## src/rtl/itsp_pkg.sv

```systemverilog
package itsp_pkg;

    localparam int MSG_W      = 64;
    localparam int PAYLOAD_LSB = 0;
    localparam int ISR_LSB    = 32;
    localparam int ISR_W      = 8;
    localparam int PRIO_LSB   = 40;
    localparam int PRIO_W     = 3;
    localparam int PRIV_LSB   = 43;
    localparam int PRIV_W     = 2;
    localparam int OP_BIT     = 3;
    localparam int TSEL_LSB   = 4;

    typedef enum logic [0:0] {
        BC_IDLE = 1'b0,
        BC_SEND = 1'b1
    } bc_state_e;

endpackage

```

## src/rtl/itsp_apt_decode.sv

```systemverilog
module itsp_apt_decode #(
    parameter int              ADDR_W   = 32,
    parameter int              APT_BITS = 12,
    parameter int              TW       = 2,
    parameter logic [ADDR_W-1:0] APT_BASE = 32'hFEE0_0000
) (
    input  logic [ADDR_W-1:0] addr,
    output logic              hit,
    output logic              clr,
    output logic [TW-1:0]     tbl
);
    import itsp_pkg::*;

    localparam int MID_LSB = TSEL_LSB + TW;

    logic upper_ok;
    logic mid_ok;
    logic low_ok;

    always_comb begin
        upper_ok = (addr[ADDR_W-1:APT_BITS] == APT_BASE[ADDR_W-1:APT_BITS]);
        mid_ok   = (addr[APT_BITS-1:MID_LSB] == '0);
        low_ok   = (addr[OP_BIT-1:0] == '0);
        hit      = upper_ok && mid_ok && low_ok;
        clr      = addr[OP_BIT];
        tbl      = addr[TSEL_LSB +: TW];
    end

endmodule

```

## src/rtl/itsp_table_bank.sv

```systemverilog
module itsp_table_bank #(
    parameter int NT  = 4,
    parameter int MW  = 64,
    parameter int NWR = 2,
    localparam int TW = $clog2(NT),
    localparam int BW = $clog2(MW)
) (
    input  logic                    clk,
    input  logic                    rst_n,
    input  logic [NWR-1:0]          wr_hit,
    input  logic [NWR-1:0]          wr_clr,
    input  logic [NWR-1:0][TW-1:0]  wr_tbl,
    input  logic [NWR-1:0][BW-1:0]  wr_bit,
    input  logic                    rd_valid,
    input  logic                    rd_hit,
    input  logic [TW-1:0]           rd_tbl,
    input  logic                    srv_valid,
    input  logic [TW-1:0]           srv_tbl,
    output logic [NT-1:0][MW-1:0]   pend,
    output logic [NT-1:0]           dirty,
    output logic                    rd_rsp_valid,
    output logic [MW-1:0]           rd_rsp_data
);

    logic [NT-1:0][MW-1:0] pend_q, pend_d, after_rd;
    logic [NT-1:0]         dirty_q, dirty_d;
    logic                  rsp_v_q;
    logic [MW-1:0]         rsp_d_q;
    logic                  claim;
    logic                  wr_to_rd;

    always_comb begin
        claim    = rd_valid && rd_hit;
        after_rd = pend_q;
        if (claim) begin
            after_rd[rd_tbl] = '0;
        end
        pend_d = after_rd;
        for (int w = 0; w < NWR; w++) begin
            if (wr_hit[w]) begin
                pend_d[wr_tbl[w]][wr_bit[w]] = !wr_clr[w];
            end
        end
        dirty_d = dirty_q;
        if (srv_valid) begin
            dirty_d[srv_tbl] = 1'b0;
        end
        for (int t = 0; t < NT; t++) begin
            if ((pend_d[t] & ~after_rd[t]) != '0) begin
                dirty_d[t] = 1'b1;
            end
        end
        wr_to_rd = 1'b0;
        for (int w = 0; w < NWR; w++) begin
            if (wr_hit[w] && (wr_tbl[w] == rd_tbl)) begin
                wr_to_rd = 1'b1;
            end
        end
    end

    always_ff @(posedge clk) begin
        if (!rst_n) begin
            pend_q  <= '0;
            dirty_q <= '0;
            rsp_v_q <= 1'b0;
            rsp_d_q <= '0;
        end else begin
            pend_q  <= pend_d;
            dirty_q <= dirty_d;
            rsp_v_q <= rd_valid;
            rsp_d_q <= claim ? pend_q[rd_tbl] : '0;
        end
    end

    assign pend         = pend_q;
    assign dirty        = dirty_q;
    assign rd_rsp_valid = rsp_v_q;
    assign rd_rsp_data  = rsp_d_q;

    // every read is answered on the next cycle
    a_r7_rsp_follows: assert property (@(posedge clk) disable iff (!rst_n)
        rd_valid |=> rd_rsp_valid);

    // a claimed table with no competing write is empty afterwards
    a_r7_claim_clears: assert property (@(posedge clk) disable iff (!rst_n)
        (claim && !wr_to_rd) |=> (pend_q[$past(rd_tbl)] == '0));

    // the last write port wins on its bit
    a_r8_last_port_wins: assert property (@(posedge clk) disable iff (!rst_n)
        (wr_hit[NWR-1] && !wr_clr[NWR-1])
        |=> pend_q[$past(wr_tbl[NWR-1])][$past(wr_bit[NWR-1])]);

endmodule

```

## src/rtl/itsp_bcast_fsm.sv

```systemverilog
module itsp_bcast_fsm #(
    parameter int                NT         = 4,
    parameter int                MW         = 64,
    parameter int                ADDR_W     = 32,
    parameter logic [ADDR_W-1:0] TBL_BASE   = 32'h8000_0000,
    parameter logic [ADDR_W-1:0] TBL_STRIDE = 32'h0000_1000,
    localparam int               TW         = $clog2(NT)
) (
    input  logic                  clk,
    input  logic                  rst_n,
    input  logic [NT-1:0]         dirty,
    input  logic [NT-1:0][MW-1:0] pend,
    output logic                  srv_valid,
    output logic [TW-1:0]         srv_tbl,
    output logic                  bc_valid,
    output logic [ADDR_W-1:0]     bc_addr,
    output logic [MW-1:0]         bc_mask
);
    import itsp_pkg::*;

    bc_state_e         state_q, state_d;
    logic [TW-1:0]     rr_q;
    logic [TW-1:0]     pick;
    logic [TW-1:0]     cand;
    logic [ADDR_W-1:0] addr_q;
    logic [MW-1:0]     mask_q;

    // round-robin search starting at rr_q
    always_comb begin
        pick = '0;
        cand = '0;
        for (int i = NT - 1; i >= 0; i--) begin
            cand = rr_q + TW'(i);
            if (dirty[cand]) begin
                pick = cand;
            end
        end
        srv_valid = |dirty;
        srv_tbl   = pick;
    end

    // next-state logic
    always_comb begin
        state_d = state_q;
        unique case (state_q)
            BC_IDLE: state_d = srv_valid ? BC_SEND : BC_IDLE;
            BC_SEND: state_d = srv_valid ? BC_SEND : BC_IDLE;
            default: state_d = BC_IDLE;
        endcase
    end

    // state register and broadcast payload
    always_ff @(posedge clk) begin
        if (!rst_n) begin
            state_q <= BC_IDLE;
            rr_q    <= '0;
            addr_q  <= '0;
            mask_q  <= '0;
        end else begin
            state_q <= state_d;
            if (srv_valid) begin
                rr_q   <= pick + TW'(1);
                addr_q <= TBL_BASE + (ADDR_W'(pick) * TBL_STRIDE);
                mask_q <= pend[pick];
            end
        end
    end

    // outputs
    always_comb begin
        bc_valid = (state_q == BC_SEND);
        bc_addr  = addr_q;
        bc_mask  = mask_q;
    end

    // a changed table always yields a broadcast on the next cycle
    a_r5_change_brings_bc: assert property (@(posedge clk) disable iff (!rst_n)
        (|dirty) |=> bc_valid);

    // no broadcast without a changed table one cycle earlier
    a_r5_no_spurious_bc: assert property (@(posedge clk) disable iff (!rst_n)
        bc_valid |-> $past(|dirty));

endmodule

```

## src/rtl/itsp_core_snoop.sv

```systemverilog
module itsp_core_snoop #(
    parameter int MW     = 64,
    parameter int ADDR_W = 32
) (
    input  logic              clk,
    input  logic              rst_n,
    input  logic              bc_valid,
    input  logic [ADDR_W-1:0] bc_addr,
    input  logic [MW-1:0]     bc_mask,
    input  logic [ADDR_W-1:0] tbl_ptr,
    output logic              cap_valid,
    output logic [MW-1:0]     cap_mask
);

    logic          match;
    logic          v_q;
    logic [MW-1:0] m_q;

    assign match = bc_valid && (bc_addr == tbl_ptr);

    always_ff @(posedge clk) begin
        if (!rst_n) begin
            v_q <= 1'b0;
            m_q <= '0;
        end else begin
            v_q <= match;
            if (match) begin
                m_q <= bc_mask;
            end
        end
    end

    assign cap_valid = v_q;
    assign cap_mask  = m_q;

    // a capture only follows a matching broadcast
    a_r4_capture_on_match: assert property (@(posedge clk) disable iff (!rst_n)
        cap_valid |-> ($past(bc_valid) && ($past(bc_addr) == $past(tbl_ptr))));

    // a non-matching broadcast is never captured
    a_r4_skip_mismatch: assert property (@(posedge clk) disable iff (!rst_n)
        (bc_valid && (bc_addr != tbl_ptr)) |=> !cap_valid);

endmodule

```

## src/rtl/itsp_service_port.sv

```systemverilog
module itsp_service_port #(
    parameter int                NUM_TABLES = 4,
    parameter int                MASK_W     = 64,
    parameter int                NUM_WR     = 2,
    parameter int                NUM_CORES  = 2,
    parameter int                ADDR_W     = 32,
    parameter int                APT_BITS   = 12,
    parameter logic [ADDR_W-1:0] APT_BASE   = 32'hFEE0_0000,
    parameter logic [ADDR_W-1:0] TBL_BASE   = 32'h8000_0000,
    parameter logic [ADDR_W-1:0] TBL_STRIDE = 32'h0000_1000
) (
    input  logic                          clk,
    input  logic                          rst_n,
    input  logic [NUM_WR-1:0]             wr_valid,
    input  logic [NUM_WR*ADDR_W-1:0]      wr_addr,
    input  logic [NUM_WR*64-1:0]          wr_data,
    input  logic                          rd_valid,
    input  logic [ADDR_W-1:0]             rd_addr,
    output logic                          rd_rsp_valid,
    output logic [MASK_W-1:0]             rd_rsp_data,
    output logic                          bc_valid,
    output logic [ADDR_W-1:0]             bc_addr,
    output logic [MASK_W-1:0]             bc_mask,
    input  logic [NUM_CORES*ADDR_W-1:0]   core_tbl_ptr,
    output logic [NUM_CORES-1:0]          core_cap_valid,
    output logic [NUM_CORES*MASK_W-1:0]   core_cap_mask
);
    import itsp_pkg::*;

    localparam int TW = $clog2(NUM_TABLES);
    localparam int BW = $clog2(MASK_W);

    logic [NUM_WR-1:0]                 dec_hit;
    logic [NUM_WR-1:0]                 dec_clr;
    logic [NUM_WR-1:0][TW-1:0]         dec_tbl;
    logic [NUM_WR-1:0][BW-1:0]         wr_bit;
    logic [NUM_WR-1:0]                 wr_hit;
    logic                              rd_hit;
    logic                              rd_clr_unused;
    logic [TW-1:0]                     rd_tbl;
    logic [NUM_TABLES-1:0][MASK_W-1:0] pend;
    logic [NUM_TABLES-1:0]             dirty;
    logic                              srv_valid;
    logic [TW-1:0]                     srv_tbl;
    logic                              msg_fields_unused;

    // Message fields that do not steer the pending state
    assign msg_fields_unused = ^{wr_data};

    for (genvar w = 0; w < NUM_WR; w++) begin : g_wr
        itsp_apt_decode #(
            .ADDR_W(ADDR_W), .APT_BITS(APT_BITS), .TW(TW), .APT_BASE(APT_BASE)
        ) u_dec (
            .addr (wr_addr[w*ADDR_W +: ADDR_W]),
            .hit  (dec_hit[w]),
            .clr  (dec_clr[w]),
            .tbl  (dec_tbl[w])
        );
        assign wr_bit[w] = wr_data[w*MSG_W + ISR_LSB +: BW];
        assign wr_hit[w] = wr_valid[w] && dec_hit[w];
    end

    itsp_apt_decode #(
        .ADDR_W(ADDR_W), .APT_BITS(APT_BITS), .TW(TW), .APT_BASE(APT_BASE)
    ) u_rd_dec (
        .addr (rd_addr),
        .hit  (rd_hit),
        .clr  (rd_clr_unused),
        .tbl  (rd_tbl)
    );

    itsp_table_bank #(
        .NT(NUM_TABLES), .MW(MASK_W), .NWR(NUM_WR)
    ) u_bank (
        .clk          (clk),
        .rst_n        (rst_n),
        .wr_hit       (wr_hit),
        .wr_clr       (dec_clr),
        .wr_tbl       (dec_tbl),
        .wr_bit       (wr_bit),
        .rd_valid     (rd_valid),
        .rd_hit       (rd_hit),
        .rd_tbl       (rd_tbl),
        .srv_valid    (srv_valid),
        .srv_tbl      (srv_tbl),
        .pend         (pend),
        .dirty        (dirty),
        .rd_rsp_valid (rd_rsp_valid),
        .rd_rsp_data  (rd_rsp_data)
    );

    itsp_bcast_fsm #(
        .NT(NUM_TABLES), .MW(MASK_W), .ADDR_W(ADDR_W),
        .TBL_BASE(TBL_BASE), .TBL_STRIDE(TBL_STRIDE)
    ) u_bcast (
        .clk       (clk),
        .rst_n     (rst_n),
        .dirty     (dirty),
        .pend      (pend),
        .srv_valid (srv_valid),
        .srv_tbl   (srv_tbl),
        .bc_valid  (bc_valid),
        .bc_addr   (bc_addr),
        .bc_mask   (bc_mask)
    );

    for (genvar c = 0; c < NUM_CORES; c++) begin : g_core
        itsp_core_snoop #(.MW(MASK_W), .ADDR_W(ADDR_W)) u_snoop (
            .clk       (clk),
            .rst_n     (rst_n),
            .bc_valid  (bc_valid),
            .bc_addr   (bc_addr),
            .bc_mask   (bc_mask),
            .tbl_ptr   (core_tbl_ptr[c*ADDR_W +: ADDR_W]),
            .cap_valid (core_cap_valid[c]),
            .cap_mask  (core_cap_mask[c*MASK_W +: MASK_W])
        );
    end

endmodule

```

## config.mk

```make
export PLATFORM = sky130hd
export DESIGN_NAME = itsp_service_port
export DESIGN_NICKNAME = d
export VERILOG_FILES = /design/src/rtl/itsp_pkg.sv /design/src/rtl/itsp_apt_decode.sv /design/src/rtl/itsp_table_bank.sv /design/src/rtl/itsp_bcast_fsm.sv /design/src/rtl/itsp_core_snoop.sv /design/src/rtl/itsp_service_port.sv
export SDC_FILE = /design/constraint.sdc
export NUM_CORES = 2
export LEC_CHECK = 0
export ABC_AREA = 1
export BUFFER_PORTS_ARGS = -buffer_cell sky130_fd_sc_hd__buf_2
export CORE_MARGIN = 2
export CORE_UTILIZATION = 40
export DETAILED_ROUTE_END_ITERATION = 10
export PLACE_DENSITY = 0.66
export SLEW_MARGIN = 10
export SYNTH_ARGS = -nofsm -noshare
export SYNTH_HDL_FRONTEND = slang
export SYNTH_HIERARCHICAL = 1
export SYNTH_SLANG_ARGS = --single-unit
```

## constraint.sdc

```tcl
create_clock -name clk -period 5.25 [get_ports clk]
set_input_delay 0.7875 -clock clk [delete_from_list [all_inputs] [get_ports clk]]
set_output_delay 0.7875 -clock clk [all_outputs]
set_load 0.05 [all_outputs]
```

==> flow_metrics.tcl <==
set metrics [dict create \
    cp_max_fo 55 \
    drcViolationCount 0 \
    timing.critical_path.buf_inv 4 \
    grt_overflow 0 \
    syn2layout_area_growth_pct 12.8 \
    dieWidth_um 311 \
    dpl.hpwl_um 108000 \
    critPathKind "in -> reg" \
    holdPathStages 3 \
    cts_setup_buffers 0 \
    regToRegStartpoint "u_bcast/rr_q[0]$_SDFFE_PN0P_" \
    setup_violations 0 \
    rows 112 \
    start_kind "input pin" \
    routedWlPerCell_um 19.8 \
    cts_buffers 68 \
    p_leak_uw 0.0185 \
    rrSetupSlack_ns 1.74 \
    die_h_um 311 \
    outcome "completed" \
    start_util_pct 40.3 \
    required_ns 5.77 \
    hold_class "in -> reg" \
    yosysWarnings 6 \
    cpMostUsedCell "nand2_1" \
    p_sw_uw 2510 \
    min_from "rd_valid" \
    globalplace.congestion 0.970 \
    cp_slowest_cell "nand3_1" \
    grt_max_degree 133 \
    drv_cap 0 \
    finish.utilization_pct 45.5 \
    die_area_um2 96600 \
    core_area_um2 93300 \
    drtAntennaViolNets 0 \
    relSlewSlack_pct 19.9 \
    min_period_ns 3.62 \
    grt_pass1_wl_um 242000 \
    synth_area_per_cell_um2 5.64 \
    cts.path.max_buffers 3 \
    syn-cell-area_um2 37700 \
    drive_gt1_share_pct 10.4 \
    p_sw_share_pct 26.5 \
    wl_um 162000 \
    first_pass_iters 7 \
    crit_arrival_ns 4.15 \
    finalClockSkew_ns 0.0332 \
    reg2regPathDepth 17 \
    hold_end "u_bank/rd_rsp_valid$_SDFF_PN0_" \
    drv_slew 0 \
    power_frac_seq_pct 42.1 \
    endpoint_kind "flop" \
    reg2reg_to "u_bank/dirty[1]$_SDFFE_PN0P_" \
    netlist_instances 6679 \
    clock_latency_ns 0.65 \
    power.density_nw_per_um2 223 \
    gr-usage-all-layers_pct 32.2 \
    rsz0062_at_grt "false" \
    grt_antenna_before_repair 22 \
    io_pins 585 \
    irDropWorstVdd_mv 0.205 \
    num_vias 44700 \
    grt_pass1_vias 39700 \
    viasPerCell 5.45 \
    tns_ns 0 \
    hold_viol 0 \
    cts_tree "yes" \
    max_freq_ghz 0.276 \
    portBuffers 438 \
    fin_ws_ns 1.63 \
    fill_cells 10200 \
    clk_pin_slew_ns 0.06 \
    period_share_pct 69.0 \
    path_delay_family "simple AND/OR/NAND/NOR gates" \
    cts_root_buffer "clkbuf_16" \
    detailedRoute.firstIterationViolations 5443 \
    pwr-share-clk_pct 51.0 \
    num-nets-final 7178 \
    pre_cts_ws_ns 1.20 \
    timing.hold.ws_ns 0.431 \
    max_stage_delay_ns 0.66 \
    cts.sinks 525 \
    comb_power_share_pct 7.0 \
    crit_chain "buf_2 > or2_0 > nor2_1 > nand2_1 > nor2_2 > nand2_1 > inv_1 > nand3_1 > clkinv_2 > buf_12 > nand2_1 > o211ai_1 > nand2_1 > nor2_1 > nand2_1 > nor2_1 > nand2_1 > nor2_1 > nor2_1" \
    holdBufCountCts 0 \
    tightest_slew_ns 1.20 \
    h-tree-depth 3 \
    internal_power_uw 6960 \
    ctsResizeCount 0 \
]
## final cells by class
cell class              instances  area, um2  share of cell area (%)
multi-input cells            4702      21100                    49.6
flip-flops and latches        525      10500                    24.7
inverters                    1069       4040                    9.52
repair buffers                519       3020                    7.11
clock buffers                  92       1940                    4.56
well taps                    1254       1570                    3.69
clock inverters                25        302                   0.710
diodes                          6       15.0                  0.0353
## worst max path at each step
stage	startpoint	end	slack (ns)	cells past startpoint
after floorplan	wr_addr[45]	u_bank/dirty[0]$_SDFFE_PN0P_	2.39	19
after global placement	wr_addr[41]	u_bank/dirty[1]$_SDFFE_PN0P_	1.16	22
after detailed placement	wr_addr[39]	u_bank/dirty[1]$_SDFFE_PN0P_	1.20	20
after CTS	u_bcast/rr_q[0]$_SDFFE_PN0P_	u_bank/dirty[1]$_SDFFE_PN0P_	1.85	17
after global routing	u_bcast/rr_q[0]$_SDFFE_PN0P_	u_bank/dirty[1]$_SDFFE_PN0P_	1.54	17
final	wr_addr[45]	u_bank/dirty[1]$_SDFFE_PN0P_	1.63	19
## power groups by stage
| stage | clock (uW) | sequential [uW] | combinational [uW] |
|---|---|---|---|
| 6_report | 4830 | 3980 | 662 |
| 5_1_grt | 5030 | 3980 | 695 |
| 4_1_cts | 4890 | 3980 | 622 |
| 3_5_place_dp | 0 | 4070 | 621 |
| 3_3_place_gp | 0 | 4070 | 621 |
| 2_1_floorplan | 0 | 4070 | 399 |
## routing by layer
metal / vias up / track usage (%) / part of all wire, %
met2: 2622 / 49.0 / 43
met4: 36 / 18.0 / 5.9
met3: 589 / 8.79 / 12
met5: - / 0 / 0.14
li1: 21200 / - / -
met1: 20300 / 40.9 / 39
## layout by cell type, fill, tap and decap left out, types with 6 or more instances in the layout
master,n
nand2_1,1792
diode_2,6
a21oi_1,68
clkinvlp_4,7
nand2_2,9
clkbuf_8,8
buf_4,65
nor3_1,17
inv_1,1040
inv_2,17
buf_12,17
nand3b_1,142
nor2_2,23
nor2_1,1066
o21ai_1,27
o22ai_1,52
o21ai_0,169
clkinv_2,10
xnor2_1,6
nor2_4,9
nand3_2,14
conb_1,29
dfxtp_1,525
nand3_1,1132
clkbuf_16,71
o211ai_1,35
nand4_1,20
nand3_4,8
a221oi_1,64
clkbuf_1,13
buf_2,436
## flip-flops by register name, summed over array words and instances, names as in the netlist
name and cells:
g_core.u_snoop/cap_mask 128, u_bank/rd_rsp_data 64, u_bcast/bc_mask 64, u_bank/pend 256, u_bcast/bc_valid 1, u_bcast/bc_addr 3, u_bank/dirty 4, g_core.u_snoop/cap_valid 2
u_bcast/rr_q 2, u_bank/rd_rsp_valid 1
## worst register-to-register path, stage by stage, from the launching register on
cell and delay (ns):
dfxtp_1 0.54, inv_2 0.12, nand2_1 0.10, nand3_1 0.09
nand2_1 0.10, nand3_2 0.10, nand2_1 0.13, nand2_4 0.23
nand2_4 0.53, inv_1 0.14, o21ai_0 0.36, nand3_1 0.12
nor2_1 0.17, nand3_1 0.09, nor2_1 0.34, nand2_1 0.09
nor2_1 0.10, nor2_1 0.04
## stage by stage
step / power (uW) / cell area, um2 / instances
2_1_floorplan: 4470 / 37800 / 6707
3_3_place_gp: 4690 / 40200 / 8069
3_5_place_dp: 4690 / 40200 / 8069
4_1_cts: 9490 / 42500 / 8186
5_1_grt: 9710 / 42500 / 8187
6_report: 9470 / 42500 / 8192
Note: power is estimated with default switching activity, not from simulation.
